File: src/rtl/desc_ring_fetch.sv
module desc_ring_fetch #(
  parameter int AW   = 32,
  parameter int IDXW = 8
) (
  input  logic          clk,
  input  logic          rst_n,
  input  logic          cfg_we,
  input  logic [1:0]    cfg_sel,
  input  logic [AW-1:0] cfg_wdata,
  output logic [AW-1:0] cur_addr,
  output logic          suspended,
  output logic          mem_req,
  output logic [AW-1:0] mem_addr,
  input  logic          mem_ack,
  input  logic [31:0]   mem_rdata,
  output logic          desc_valid,
  input  logic          desc_ready,
  output logic [127:0]  desc_data
);
  localparam int SLOT_SH = 4;
  localparam int WORDS   = 4;

  typedef enum logic [1:0] {S_SUSP, S_RD, S_OUT} state_t;

  state_t          state_q;
  logic [AW-1:0]   base_q;
  logic [IDXW-1:0] len_q, tail_q, cur_q;
  logic [1:0]      wsel_q;
  logic [127:0]    desc_q;

  logic            wr_base, wr_len, wr_tail;
  logic [AW-1:0]   tail_off;
  logic [IDXW-1:0] tail_new, tail_eff, cur_nxt;

  assign wr_base  = cfg_we && cfg_sel == 2'd0 && state_q == S_SUSP;
  assign wr_len   = cfg_we && cfg_sel == 2'd1 && state_q == S_SUSP;
  assign wr_tail  = cfg_we && cfg_sel == 2'd2;
  assign tail_off = cfg_wdata - base_q;
  assign tail_new = tail_off[SLOT_SH +: IDXW];
  assign tail_eff = wr_tail ? tail_new : tail_q;
  assign cur_nxt  = (cur_q == len_q) ? '0 : cur_q + 1'b1;

  assign cur_addr   = base_q + (AW'(cur_q) << SLOT_SH);
  assign mem_addr   = cur_addr + (AW'(wsel_q) << 2);
  assign mem_req    = state_q == S_RD;
  assign desc_valid = state_q == S_OUT;
  assign suspended  = state_q == S_SUSP;
  assign desc_data  = desc_q;

  always_ff @(posedge clk) begin
    if (!rst_n) begin
      state_q <= S_SUSP;
      base_q  <= '0;
      len_q   <= '0;
      tail_q  <= '0;
      cur_q   <= '0;
      wsel_q  <= '0;
      desc_q  <= '0;
    end else begin
      if (wr_base) begin
        base_q <= cfg_wdata;
        cur_q  <= '0;
        tail_q <= '0;
      end
      if (wr_len)  len_q  <= cfg_wdata[IDXW-1:0];
      if (wr_tail) tail_q <= tail_new;
      case (state_q)
        S_SUSP: begin
          wsel_q <= '0;
          if (cur_q != tail_q && !wr_base) state_q <= S_RD;
        end
        S_RD: if (mem_ack) begin
          desc_q[32*wsel_q +: 32] <= mem_rdata;
          wsel_q <= wsel_q + 1'b1;
          if (wsel_q == 2'(WORDS - 1)) state_q <= S_OUT;
        end
        S_OUT: if (desc_ready) begin
          cur_q   <= cur_nxt;
          state_q <= (cur_nxt == tail_eff) ? S_SUSP : S_RD;
        end
        default: state_q <= S_SUSP;
      endcase
    end
  end
endmodule


File: config.mk
export PLATFORM = sky130hd
export DESIGN_NAME = desc_ring_fetch
export DESIGN_NICKNAME = d
export VERILOG_FILES = /design/src/rtl/desc_ring_fetch.sv
export SDC_FILE = /design/constraint.sdc
export NUM_CORES = 1
export LEC_CHECK = 0
export ABC_CLOCK_PERIOD_IN_PS = 5100
export BUFFER_PORTS_ARGS = -buffer_cell sky130_fd_sc_hd__buf_2
export CELL_PAD_IN_SITES_DETAIL_PLACEMENT = 2
export CELL_PAD_IN_SITES_GLOBAL_PLACEMENT = 2
export CORE_AREA = 2 2 188 190
export CTS_CLUSTER_SIZE = 16
export DETAILED_ROUTE_END_ITERATION = 8
export DIE_AREA = 0 0 190 192
export PLACE_DENSITY = 0.9
export SKIP_LAST_GASP = 1
export SYNTH_ARGS = -nofsm -noshare
export SYNTH_HDL_FRONTEND = slang
export SYNTH_SLANG_ARGS = --single-unit
File: constraint.sdc
create_clock -name clk -period 5.1 [get_ports clk]
set_input_delay 1.275 -clock clk [delete_from_list [all_inputs] [get_ports clk]]
set_output_delay 1.275 -clock clk [all_outputs]
set_load 0.02 [all_outputs]
# After elaboration in Yosys (flattened, before gate mapping)
# Cells that the tools add are included.
# classes
n_addsub	6
n_eq_ne	12
shift	2
muxes	16
n_reduce_logical	14
# ops
operator	n
$bwmux 128	1
$shift 32x34->128 const A	1
$shiftx 32x34->128	1
$mux 8	7
$neg 7->34	1
$add 32x12->32	1
$add 32x4->32	1
$eq 8x8->1	2
$sub 12x12->12	1
$mux 2	5
$add 8x1->8 const B	1
$ne 2x1->1 const B	4
$ne 8x8->1	1
$eq 2x2->1 const B	3
$logic_and 1x1->1	6
$pmux 2 s3	1
$eq 2x1->1 const B	2
$logic_not 2->1	2
$pmux 2 s2	1
$reduce_and 2->1	2
$reduce_and 4->1	1
$reduce_bool 2->1	2
$add 2x1->2 const B	1
$logic_not 1->1	1
$mux 1	1
# word_totals
regBits	188
elab_cells	57

# Depth between registers and ports, before layout
# Gate-level depths: netlist (run 1).
# logic_depth
depth_word	7
mapped_depth	12

# Least setup slack after synthesis (run 1)
# No wires, ideal clock.
# synth_path
path_kind	register -> output
start	register base_q[4]
end	output mem_addr[29]
arrival_ns	3.312
path_slack_ns	0.513
stages_incl_launch_ff	11
cell_sequence	dfxtp_1 > ha_1 > fa_1 > a211o_1 > a2111oi_0 > a311o_1 > and4_1 > nand4bb_1 > nor4_4 > nand4_1 > xnor2_1
# synth_via
elab_chain_len	2
# synth_lines
item	line	rtl
from (decl)	26	logic [AW-1:0] base_q;
from (signal assigned)	61	base_q <= cfg_wdata;
$add 32x12->32	43	assign cur_addr = base_q + (AW'(cur_q) << SLOT_SH);
via cur_addr[10]	10	output logic [AW-1:0] cur_addr,
$add 32x4->32	44	assign mem_addr = cur_addr + (AW'(wsel_q) << 2);
to (decl)	13	output logic [AW-1:0] mem_addr,
# The timed path passes the listed nets, and every way through them passes these cells.

# Worst setup path after layout (run 1)
# layout_path
start	register base_q[4]
end	output mem_addr[29]
# layout_via
elab_chain_len	2
# layout_lines
item	line
$add 32x12->32	43
$add 32x4->32	44
# No other way between the ends.

==> results of run 1 <==
==> synthesized netlist by cell type, types with 2 or more instances <==
cell / instances / area share [%]
nor2b_1: 11 / 0.67
and3_1: 14 / 0.85
a22oi_1: 2 / 0.15
nand4_1: 11 / 0.67
dfxtp_1: 188 / 37
nor3b_1: 7 / 0.51
and4_1: 5 / 0.43
nor4_2: 2 / 0.24
a211oi_1: 4 / 0.29
o31a_1: 3 / 0.26
mux2i_1: 4 / 0.39
nand2_1: 254 / 9.3
or3_1: 6 / 0.37
a31oi_1: 5 / 0.30
a21oi_1: 22 / 1.1
buf_2: 5 / 0.24
a2111o_1: 2 / 0.22
nand3b_1: 5 / 0.37
xor2_1: 34 / 2.9
o31ai_1: 5 / 0.37
o22ai_1: 4 / 0.24
o21ai_0: 23 / 1.1
nand4b_1: 3 / 0.26
nor4b_1: 3 / 0.26
a21o_1: 5 / 0.37
buf_4: 6 / 0.44
xnor2_1: 41 / 3.5
a21boi_0: 177 / 13
and2_1: 15 / 0.91
o21a_1: 4 / 0.29
nor4_4: 2 / 0.41
o211ai_1: 3 / 0.22
nor3_1: 7 / 0.34
buf_6: 2 / 0.22
ha_1: 27 / 3.3
clkbuf_1: 89 / 3.3
inv_1: 35 / 1.3
nor4_1: 10 / 0.61
a2111oi_0: 3 / 0.26
nand3_1: 159 / 7.8
a211o_1: 6 / 0.51
fa_1: 2 / 0.39
nand2b_1: 6 / 0.37
nor2_1: 34 / 1.2
==> layout by cell type, fill, tap and decap left out, types with 17 or more instances in the layout <==
| cell type | netlist | routed |
|---|---|---|
| a21oi_1 | 22 | 21 |
| nand2_1 | 254 | 254 |
| clkbuf_16 | 0 | 17 |
| nor2_1 | 34 | 34 |
| inv_1 | 35 | 35 |
| ha_1 | 27 | 23 |
| a21boi_0 | 177 | 177 |
| o21ai_0 | 23 | 23 |
| xnor2_1 | 41 | 38 |
| dfxtp_1 | 188 | 184 |
| buf_2 | 5 | 254 |
| nand3_1 | 159 | 158 |
| buf_4 | 6 | 48 |
| xor2_1 | 34 | 34 |
==> sequential cells by signal (all words and copies together), names as in the netlist <==
register / count
desc_data: 128
base_q: 32
cur_q: 8
len_q: 8
tail_q: 8
state_q: 2
wsel_q: 2
==> logic make-up after synthesis <==
group,Yosys count,share of synthesized area [%]
adders and majority gates,29,3.682
AOI/OAI and AO/OA,283,20.31
and+or+nand+nor,562,26.41
DFF,188,36.67
muxes,5,0.4999
xor gates and xnor gates,77,6.937
buffers and inverters,138,5.486
==> power by group through the flow <==
stage               clock network (uW)  logic, uW  registers [uW]
floorplan                            0        285            1580
global placement                     0        487            1570
detailed placement                   0        504            1570
CTS                               1450        511            1540
global route                      1500        557            1550
finish                            1400        515            1540
==> layout make-up <==
cell class	count	area (sq um)
Antenna cell	1	2.502
Clock buffer	18	429.2
Clock inverter	14	168.9
Fill cell	3915	21410
Inverter	35	131.4
Multi-Input combinational cell	956	6121
Sequential cell	188	3769
Tap cell	455	569.3
Timing Repair Buffer	305	1683
==> metal layers <==
metal	global-route usage [%]	vias to the layer above	part of all wire, %
met4	7.096	2	2.5
li1	-	4859	-
met1	25.87	5354	39
met3	6.322	76	6.3
met5	0	-	0.025
met2	43.60	334	52
==> worst max-delay path: cells and delay by family (launching register included) <==
| family | cells | cell delay, ns |
|---|---|---|
| fa+ha+maj | 2 | 0.57 |
| xor+xnor | 1 | 0.21 |
| simple gates | 3 | 0.69 |
| buf+inv | 2 | 0.36 |
| compound gates | 4 | 1.35 |
| flops | 1 | 0.35 |
==> repair_timing <==
item                                    4_1_cts  5_1_grt
pin swaps                                     8       15
endpoints found under the setup margin       15       13
hold buffers                                  0        0
endpoints found under the hold margin         0        0
gates resized for setup                      11       29
setup buffers                                 8       11
==> per-stage QoR <==
step / cell area (sq um) / setup WS (ns) / total power [uW] / TNS, ns / hold slack, ns
after CTS: 12640 / -0.004414 / 3496 / -0.004414 / 0.4731
final: 12870 / -0.1553 / 3461 / -0.7463 / 0.4661
after detailed placement: 11930 / 0.1518 / 2077 / 0 / 0.4598
after global routing: 12870 / -0.2596 / 3600 / -1.859 / 0.4938
after global placement: 11930 / 0.3681 / 2058 / 0 / 0.4452
after floorplan: 10260 / 0.5131 / 1867 / 0 / 0.4553
==> path summary, 6_finish.rpt <==
path / endpoint / slack (ns) / start / cells after the start
max: mem_addr[29] / -0.16 / base_q[4] / 12
min: desc_data[97] / 0.47 / desc_data[97] / 2
max reg2reg: state_q[0] / 1.75 / base_q[5] / 10
min reg2reg: desc_data[97] / 0.47 / desc_data[97] / 2
==> results.ini, run 1 <==
[placement]
gp_congestion=0.8277
dp_hpwl_mm=30.68
dp_cells=1920
port-buffer-count=265

[detailed_routing]
route.detailed.drc=0
wirelength_mm=44.39
first_pass_iters=5
via_per_inst=5.388
drt_iter0_drc=555
vias=10630
antenna_left=0
wl_per_cell_um=22.51

[grt]
antenna_found_initial=1
grt.overflow.total=0
grt_pass1_wl_mm=66.56
grt_pass1_vias=11560
grt_max_degree=106
track_usage_pct=23.43

[logic_synthesis]
synthCells=1282
async_reset_ff_share_pct=0
ys_ff_latch=188
ys_types=71
synth_area_sq_um=10260
synth.avg_cell_area_sq_um=8.005
yosys_warnings=0
ys_seq_area_share_pct=36.67
synth_edf_count=0
syn_nets=1382
synth_ff_type=dfxtp_1

[clocking]
cts_buffers=17
cts.sinks=188
clk_pin_slew_ns=0.07
clock-root-buffer=clkbuf_16
htreeDepth=4
tritoncts=done
cts_max_path_buffers=2
insertion_delay_ns=0.45

[sta]
rsz0062_at_grt=true
slew_headroom_pct=29.62
worstMarginPinSlew_ns=1.056
layout_setup_ws_ns=-0.1553
max_freq_mhz=190.3
period_share_pct=103.0
finalHoldViolations=0
clock_skew_ns=0.01053
setup_viol=9
min_period_ns=5.255
finalMaxSlewViolations=0

[floorplan]
ioPinCount=266
die_y_um=192
start_util_pct=29.93
rows=68
core_sq_um=34290
dieArea_sq_um=36480
die_w_um=190

[power_and_ir_drop]
vdd_drop_max_v=0.0002315
power.leakage_uw=0.005343
powerDensity_nw_per_um2=268.8
combinationalPowerShare_pct=14.9
pwr-share-clk_pct=40.6
p_sw_uw=1081
pwr-share-seq_pct=44.5
swShare_pct=31.24
intPower_uw=2380

[layout]
fin_cells=1972
fin_util_pct=37.55
area_growth_pct=25.45
fin_nets=1603
drive_gt1_share_pct=25.00

[worst_setup_path]
path_class=reg2out
cp-start-kind=flop
crit_required_ns=3.83
critPathMaxStageDelay_ns=0.39
worstPathCellList=ha_4 > fa_2 > a211o_1 > a211o_4 > a41o_1 > a32oi_4 > nand4_4 > nor4_4 > buf_6 > nand4_1 > xnor2_2 > buf_4
endpoint_kind=primary output
critPathMaxFanout=6
crit_arrival_ns=3.98
crit_slowest_cell=fa_2

[run]
cap_violations=0

[outcome]
violations=negative setup slack
status=finished with violations

[hold_path]
hold_path_class=reg2reg

Power figures use the tool's default switching activity.
==> inputs of run 2 (changes only) <==
- ABC_CLOCK_PERIOD_IN_PS: 5100 -> 5540
- clock period: 5.1 -> 5.54 ns (I/O delays scaled with it)
==> results.ini, run 2 (synthesized netlist as in run 1, its figures left out) <==
[outcome]
status=completed  ; was finished with violations

[worst_setup_path]
critPathMaxFanout=10  ; was 6
path_class=reg2out  ; unchanged
crit_top_cell=a211o_1
path_buf_inv=2  ; unchanged
endpoint_kind=primary output  ; unchanged
crit_family=compound AO/OA/AOI/OAI gates  ; unchanged
worstPathCellList=ha_1 > fa_1 > a211o_1 > a211o_1 > a41o_1 > a32oi_4 > nand4_4 > nor4_4 > buf_4 > nand2_1 > xnor2_1 > buf_2  ; was ha_4 > fa_2 > a211o_1 > a211o_4 > a41o_1 > a32oi_4 > nand4_4 > nor4_4 > buf_6 > nand4_1 > xnor2_2 > buf_4
crit_slowest_cell=fa_1  ; was fa_2
crit_required_ns=4.16  ; was 3.83 ns
cp-start-kind=flop  ; unchanged
critPathMaxStageDelay_ns=0.46  ; was 0.39 ns
crit_arrival_ns=3.94  ; was 3.98 ns

[sta]
finalMaxSlewViolations=0  ; unchanged
finalHoldViolations=0  ; unchanged
period_share_pct=96.10
max_freq_mhz=187.8
rsz0062_at_grt=true  ; unchanged
whs_ns=0.4620  ; was 0.4661 ns
clock_skew_ns=0.01455  ; was 0.01053 ns
min_period_ns=5.324
setup_viol=0  ; was 9
worstMarginPinSlew_ns=0.8424  ; was 1.056 ns
layout_setup_ws_ns=0.2162  ; was -0.1553 ns
final.setup.tns_ns=0  ; was -0.7463 ns
slew_headroom_pct=43.84  ; was 29.62%

[clocking]
clk_pin_slew_ns=0.07  ; about the same
tritoncts=done  ; unchanged
cts.sinks=188  ; unchanged
cts_buffers=17  ; unchanged
clock-root-buffer=clkbuf_16  ; unchanged
htreeDepth=4  ; unchanged
insertion_delay_ns=0.46  ; was 0.45 ns
cts_max_path_buffers=2  ; unchanged

[detailed_routing]
drt_iter0_drc=445  ; was 555
via_per_inst=5.331  ; was 5.388
route.detailed.drc=0  ; unchanged
vias=10410  ; was 10630
wl_per_cell_um=21.75  ; was 22.51 um
first_pass_iters=5  ; unchanged
wirelength_mm=42.45  ; was 44.39 mm
antenna_left=0  ; unchanged

[grt]
grt.overflow.total=0  ; unchanged
grt_max_degree=87  ; was 106
grt_pass1_wl_mm=65.78  ; was 66.56 mm
track_usage_pct=23.35  ; was 23.43%
grt_pass1_vias=11400  ; was 11560
antenna_found_initial=2  ; was 1

[layout]
fin_util_pct=36.61  ; was 37.55%
fin_nets=1585  ; was 1603
stdcell_area_sq_um=12550  ; was 12870 sq um
layout_commonest_cell=buf_2
largest_register_ffs=128  ; unchanged
layout_common_cells=buf_2 (264), nand2_1 (254), dfxtp_1 (186)  ; was nand2_1 (254), buf_2 (254), dfxtp_1 (184)
drive_gt1_share_pct=23.11  ; was 25.00%
area_growth_pct=22.32  ; was 25.45%
antenna-diode-count=0  ; was 1
nFillCells=3991  ; was 3915

[power_and_ir_drop]
vdd_drop_max_v=0.0002200  ; was 0.0002315 V
powerDensity_nw_per_um2=255.3  ; was 268.8 nW/um^2
power.leakage_uw=0.005216  ; was 0.005343 uW

[floorplan]
die_y_um=192  ; unchanged
start_util_pct=29.93  ; unchanged
ioPinCount=266  ; unchanged
die_w_um=190  ; unchanged
dieArea_sq_um=36480  ; unchanged
core_sq_um=34290  ; unchanged
rows=68  ; unchanged

[placement]
dp_hpwl_mm=30.36  ; was 30.68 mm
place_area_sq_um=11890  ; was 11930 sq um
port-buffer-count=265  ; unchanged
pre_cts_ws_ns=0.3502  ; was 0.1518 ns
gp_congestion=0.8204  ; was 0.8277

[run]
cap_violations=0  ; unchanged

[hold_path]
hold_path_class=reg2reg  ; unchanged

run 2: layout make-up:
| class | count | area [sq um] | share of cell area (%) |
|---|---|---|---|
| clock buffer | 17 | 425.4 | 3.389 |
| timing repair buffer | 287 | 1494 | 11.90 |
| tap | 455 | 569.3 | 4.535 |
| clock inverter | 14 | 180.2 | 1.435 |
| sequential | 188 | 3766 | 30.00 |
| inverter | 35 | 131.4 | 1.047 |
| multi-input combinational | 956 | 5987 | 47.69 |
run 2: worst reg2reg max path, stage by stage, from the launching register on:
cell and delay [ns]:
dfxtp_1 0.45, inv_1 0.09, ha_1 0.22, or3_1 0.41, a211oi_1 0.53, nor3_1 0.23
o31a_1 0.40, a2111oi_0 0.48, o22ai_1 0.18, nor4_1 0.28, a21oi_1 0.10
run 2: what timing repair did:
action / in CTS / in global routing
hold buffers: 0 / 0
resized for setup: 1 / 6
cloned: 0 / 0
endpoints found under the setup margin: 10 / 18
setup buffers: 3 / 1
pin swaps: 3 / 1
run 2: metal layers:
| layer | up-vias | GRT usage (%) | wire length, um |
|---|---|---|---|
| li1 | 4811 | - | - |
| met1 | 5239 | 26.04 | 17190 |
| met2 | 286 | 42.28 | 21540 |
| met4 | 4 | 8.020 | 986 |
| met5 | - | 0 | 18 |
| met3 | 67 | 6.815 | 2717 |
run 2: path summary, 6_finish.rpt:
check                           slack, ns            to    startpoint  cells past startpoint
worst max-delay path                 0.22  mem_addr[23]      cur_q[0]                     12
worst min-delay path                 0.46  desc_data[4]  desc_data[4]                      2
worst max register to register       2.07    state_q[0]     base_q[1]                     10
worst min register to register       0.46  desc_data[4]  desc_data[4]                      2
run 2: report_power, final:
group	total (uW)	internal (uW)	leakage [uW]	switching, uW
clock	1320	683	0.000294	638
combinational	466	152	0.00340	314
sequential	1420	1380	0.00152	34.0
run 2: per-stage QoR:
stage / total power [uW] / instances
floorplan: 1719 / 1282
finish: 3205 / 1952
CTS: 3246 / 1951
detailed placement: 1912 / 1917
global placement: 1891 / 1917
global route: 3332 / 1952
